--- src/rtl/csync_vsep_pkg.sv ---
package csync_vsep_pkg;

  // Strobes from the control half to the measuring datapath
  typedef struct packed {
    logic clearAll;  // level inactive: restart prescaler and unit count
    logic advance;   // level active: keep measuring
  } dpStrobe_t;

endpackage

--- src/rtl/csync_vsep_sync.sv ---
module csync_vsep_sync #(
  parameter int STAGES = 2
) (
  input  logic clk,
  input  logic rstN,
  input  logic din,
  output logic dout
);
  logic [STAGES-1:0] chain;

  genvar gi;
  generate
    for (gi = 0; gi < STAGES; gi++) begin : g_stage
      if (gi == 0) begin : g_first
        always_ff @(posedge clk or negedge rstN) begin
          if (!rstN) chain[gi] <= 1'b0;
          else       chain[gi] <= din;
        end
      end else begin : g_next
        always_ff @(posedge clk or negedge rstN) begin
          if (!rstN) chain[gi] <= 1'b0;
          else       chain[gi] <= chain[gi-1];
        end
      end
    end
  endgenerate

  assign dout = chain[STAGES-1];
endmodule

--- src/rtl/csync_vsep_ctrl.sv ---
module csync_vsep_ctrl
  import csync_vsep_pkg::*;
#(
  parameter int SYNC_STAGES = 2
) (
  input  logic       clk,
  input  logic       rstN,
  input  logic       syncIn,
  input  logic       activeHigh,
  input  logic       reached,
  output dpStrobe_t  strobe,
  output logic       vsyncOut
);
  logic syncedRaw;
  logic activeQ;

  csync_vsep_sync #(.STAGES(SYNC_STAGES)) u_sync (
    .clk  (clk),
    .rstN (rstN),
    .din  (syncIn),
    .dout (syncedRaw)
  );

  // Polarity-corrected level, registered so that reset forces it inactive
  always_ff @(posedge clk or negedge rstN) begin
    if (!rstN) activeQ <= 1'b0;
    else       activeQ <= activeHigh ? syncedRaw : ~syncedRaw;
  end

  always_comb begin
    strobe.clearAll = ~activeQ;
    strobe.advance  = activeQ;
  end

  assign vsyncOut = activeQ & reached;
endmodule

--- src/rtl/csync_vsep_dp.sv ---
module csync_vsep_dp
  import csync_vsep_pkg::*;
#(
  parameter int TICKS_PER_UNIT = 8,
  parameter int THRESH_W       = 8
) (
  input  logic                clk,
  input  logic                rstN,
  input  dpStrobe_t           strobe,
  input  logic [THRESH_W-1:0] thresh,
  output logic                reached
);
  localparam logic [THRESH_W-1:0] UNIT_MAX = {THRESH_W{1'b1}};

  logic                unitTick;
  logic [THRESH_W-1:0] units;

  generate
    if (TICKS_PER_UNIT > 1) begin : g_prescale
      localparam int PRE_W = $clog2(TICKS_PER_UNIT);
      localparam logic [PRE_W-1:0] PRE_LAST = PRE_W'(TICKS_PER_UNIT - 1);
      logic [PRE_W-1:0] pre;

      always_ff @(posedge clk or negedge rstN) begin
        if (!rstN)                pre <= '0;
        else if (strobe.clearAll) pre <= '0;
        else if (strobe.advance)  pre <= (pre == PRE_LAST) ? '0 : pre + 1'b1;
      end

      assign unitTick = strobe.advance && (pre == PRE_LAST);
    end else begin : g_noscale
      assign unitTick = strobe.advance;
    end
  endgenerate

  // Saturating unit counter: very long pulses stay past any threshold
  always_ff @(posedge clk or negedge rstN) begin
    if (!rstN)                               units <= '0;
    else if (strobe.clearAll)                units <= '0;
    else if (unitTick && (units != UNIT_MAX)) units <= units + 1'b1;
  end

  assign reached = (units >= thresh);
endmodule

--- src/rtl/csync_vsep.sv ---
module csync_vsep
  import csync_vsep_pkg::*;
#(
  parameter int TICKS_PER_UNIT = 8,
  parameter int THRESH_W       = 8,
  parameter int SYNC_STAGES    = 2
) (
  input  logic                clk,
  input  logic                rstN,
  input  logic                syncIn,
  input  logic                activeHigh,
  input  logic [THRESH_W-1:0] thresh,
  output logic                vsyncOut
);
  dpStrobe_t strobe;
  logic      reached;

  csync_vsep_ctrl #(.SYNC_STAGES(SYNC_STAGES)) u_ctrl (
    .clk        (clk),
    .rstN       (rstN),
    .syncIn     (syncIn),
    .activeHigh (activeHigh),
    .reached    (reached),
    .strobe     (strobe),
    .vsyncOut   (vsyncOut)
  );

  csync_vsep_dp #(
    .TICKS_PER_UNIT (TICKS_PER_UNIT),
    .THRESH_W       (THRESH_W)
  ) u_dp (
    .clk     (clk),
    .rstN    (rstN),
    .strobe  (strobe),
    .thresh  (thresh),
    .reached (reached)
  );
endmodule

--- config.mk ---
export PLATFORM = sky130hd
export DESIGN_NAME = csync_vsep
export DESIGN_NICKNAME = d
export VERILOG_FILES = /design/src/rtl/csync_vsep_pkg.sv /design/src/rtl/csync_vsep_sync.sv /design/src/rtl/csync_vsep_ctrl.sv /design/src/rtl/csync_vsep_dp.sv /design/src/rtl/csync_vsep.sv
export SDC_FILE = /design/constraint.sdc
export NUM_CORES = 1
export LEC_CHECK = 0
export BUFFER_PORTS_ARGS = -buffer_cell sky130_fd_sc_hd__clkbuf_2
export CORE_MARGIN = 2
export CORE_UTILIZATION = 40
export CTS_BUF_LIST = sky130_fd_sc_hd__clkbuf_4 sky130_fd_sc_hd__clkbuf_8 sky130_fd_sc_hd__clkbuf_16
export DETAILED_ROUTE_END_ITERATION = 16
export SLEW_MARGIN = 20
export SYNTH_ARGS = -nofsm -noshare
export SYNTH_HDL_FRONTEND = slang
export SYNTH_SLANG_ARGS = --single-unit
--- constraint.sdc ---
create_clock -name clk -period 2.2 [get_ports clk]
set_clock_uncertainty 0.1 [all_clocks]
set_input_delay 0.22 -clock clk [delete_from_list [all_inputs] [get_ports clk]]
set_output_delay 0.22 -clock clk [all_outputs]
set_load 0.05 [all_outputs]
==> run_results.csv <==
group,metric,value,unit
status,status,"complete, no violations",
critical_path,cp.arrival,1.87,ns
placement,port_buffers,12,
critical_path,critPathMaxFanout,2,
cells_and_area,nFillCells,184,
critical_path,cpPeakStageDelay,0.41,ns
job,maxCapViolCount,0,
cells_and_area,multi_input_area,484,µm²
worst_hold_path,hold_path_class,"input port to register",
floorplan,fp.coreArea,1940,µm²
routing,drc_errors,0,
critical_path,critical-path-slowest-cell,"dfrtp_1",
placement,dp_hpwl,1140,µm
floorplan,dieArea,2420,µm²
clock_network,clock-sinks,14,
floorplan,rows,16,
routing,drtIter0Drc,6,
global_routing,grt_usage,0.153,
pwr,max-vdd-ir-drop,573,µV
routing,ant_nets,0,
cells_and_area,layout.nets,130,
clock_network,cts_tree,"done",
cells_and_area,n_antenna_cell,0,
pwr,power_density,479,nW/µm²
critical_path,worst_ep_required_time,1.88,ns
cells_and_area,layout_commonest_cell,"dfrtp_1",
sta,post-route-period-util,0.996,
global_routing,antenna_found_initial,0,
floorplan,start_util,0.420,
routing,wl,1590,µm
cells_and_area,mostFrequentLayoutCells,"14 x dfrtp_1, 11 x clkbuf_2, 10 x ha_1",
critical_path,worst-path-buf-inv,1,
sta,worst_slew_pin_slew,0.333,ns
cells_and_area,seq_area,350,µm²
pwr,leakagePower,0.560,nW
clock_network,clk_pin_slew_worst_paths,0.09,ns
global_routing,grt_max_degree,15,
logic_synthesis,syn_area_per_cell,9.95,µm²
logic_synthesis,synth-seq-cells,14,
critical_path,endpoint_kind,"output pin",
cells_and_area,layout-drive-gt1-share,0.292,
clock_network,root_buffer,"clkbuf_4",
floorplan,ios,13,
clock_network,clockBufferDepth,2,
critical_path,start_kind,"register",
sta,fmax,456,MHz
sta,min_period,2.19,ns
routing,num_vias,676,
routing,wl_per_cell,12.0,µm
logic_synthesis,synthDistinctLibCells,27,
global_routing,grt_pass1_wl,2930,µm
cells_and_area,postLayoutCoreUtil,0.557,
logic_synthesis,synthCells,82,
global_routing,grt_pass1_vias,688,
sta,rsz0062_at_grt,"yes",
routing,avgViaCountPerCell,5.08,
critical_path,r2r_slack,0.51,ns
sta,drv_slew,0,
clock_network,numCtsBuffers,3,
logic_synthesis,seq_area_frac_synth,0.429,
critical_path,path_cells,"ha_1 -> o21ai_0 -> or3_4 -> a211oi_4 -> buf_8",
clock_network,clock_latency,0.28,ns
logic_synthesis,netlist_area,816,µm²
logic_synthesis,syn_nets,105,
critical_path,path_class,"register to output pin",
pwr,power,0.518,mW
sta,hold_viol,0,
floorplan,die_w,49.2,µm
placement,place.gp.congestion,0.770,
global_routing,grt_remaining_overflow,0,
logic_synthesis,ys_warn_count,0,
sta,slew_headroom,0.777,
sta,timing.hold.ws,0.0234,ns
critical_path,path_delay_family,"flip-flops",
clock_network,cts.htree.levels,1,
cells_and_area,areaGrowthSynthToFinish,32.5,%
sta,setup_violations,0,
floorplan,die_h,49.2,µm
routing,dr.pass1.iters,4,
==> cells in the mapped netlist <==
| library cell | number | area [µm²] |
|---|---|---|
| a2111oi_0 | 1 | 8.76 |
| a211oi_1 | 1 | 7.51 |
| a21oi_1 | 2 | 10.0 |
| a311oi_2 | 1 | 15.0 |
| a31oi_1 | 3 | 18.8 |
| and2_1 | 2 | 12.5 |
| and3_1 | 1 | 6.26 |
| and4_1 | 1 | 8.76 |
| clkbuf_1 | 1 | 3.75 |
| dfrtp_1 | 14 | 350 |
| ha_1 | 11 | 138 |
| inv_1 | 9 | 33.8 |
| nand2_1 | 5 | 18.8 |
| nand2b_1 | 1 | 6.26 |
| nand3_1 | 5 | 25.0 |
| nand3b_1 | 1 | 7.51 |
| nand4_1 | 1 | 6.26 |
| nand4_2 | 1 | 12.5 |
| nor2_1 | 5 | 18.8 |
| nor3_1 | 4 | 20.0 |
| o211a_1 | 2 | 20.0 |
| o211ai_1 | 1 | 7.51 |
| o21ai_0 | 3 | 15.0 |
| o21ai_1 | 1 | 5.00 |
| o31ai_1 | 1 | 7.51 |
| or3_1 | 1 | 6.26 |
| xnor2_1 | 3 | 26.3 |
==> metrics by stage <==
stage	setup TNS, ns	cell area [µm²]	instances	worst slack, ns
after global placement	0	933	122	0.104
after detailed placement	0	933	122	0.0695
after floorplan	0	828	82	0.103
after CTS	-0.0452	1070	132	-0.0452
final	0	1080	133	0.00906
after global routing	-0.0875	1080	133	-0.0875
==> power by group <==
part	leakage (nW)	switching, mW	internal, mW
clock	0.0210	0.0786	0.101
sequential	0.186	0.00886	0.270
combinational	0.353	0.0290	0.0311
==> layer usage <==
metal,share of wire,vias up,GRT usage
met1,0.45,320,0.209
met4,0.0088,0,0.0143
met5,0,-,0
li1,-,341,-
met2,0.50,13,0.245
met3,0.035,2,0.0491
==> cells by family (layout without fill, tap and decap cells) <==
family,after synthesis,after routing,synth area share
simple gates,28,28,0.183
compound gates,16,16,0.141
flops,14,14,0.429
fa+ha+maj,11,11,0.169
buf+inv,10,34,0.0460
xor+xnor,3,3,0.0322
==> path summary, 6_finish.rpt <==
kind / to / start / depth (start not counted)
max in group asynchronous: u_dp.units[1]$_DFFE_PN0P_ / rstN / 2
setup / recovery: vsyncOut / u_dp.units[3]$_DFFE_PN0P_ / 5
min in group asynchronous: u_dp.units[5]$_DFFE_PN0P_ / rstN / 2
hold / removal: u_ctrl.activeQ$_DFF_PN0_ / activeHigh / 2
setup reg to reg: u_dp.units[0]$_DFFE_PN0P_ / u_dp.units[0]$_DFFE_PN0P_ / 6
hold reg to reg: u_ctrl.u_sync.dout$_DFF_PN0_ / u_ctrl.u_sync.chain[0]$_DFF_PN0_ / 0
==> state kept, by name, indices dropped and copies added (netlist names) <==
register	cells
u_ctrl.activeQ	1
u_ctrl.u_sync.dout	1
u_dp.units	8
u_ctrl.u_sync.chain	1
u_dp.g_prescale.pre	3
==> final cells by class <==
cell class,instances,share of cell area
clock buffers,4,0.0336
inverters,9,0.0312
multi-input cells,58,0.448
flip-flops and latches,14,0.324
well taps,27,0.0312
repair buffers,21,0.132
==> timing repair <==
item / CTS / global route
setup endpoints to repair: 1 / 1
pin swaps: 4 / 1
hold buffers: 2 / 0
cloned: 0 / 0
buffers inserted: 4 / 1
endpoints found under the hold margin: 15 / 0
gates resized for setup: 9 / 1
(Power assumes the default switching activity.)
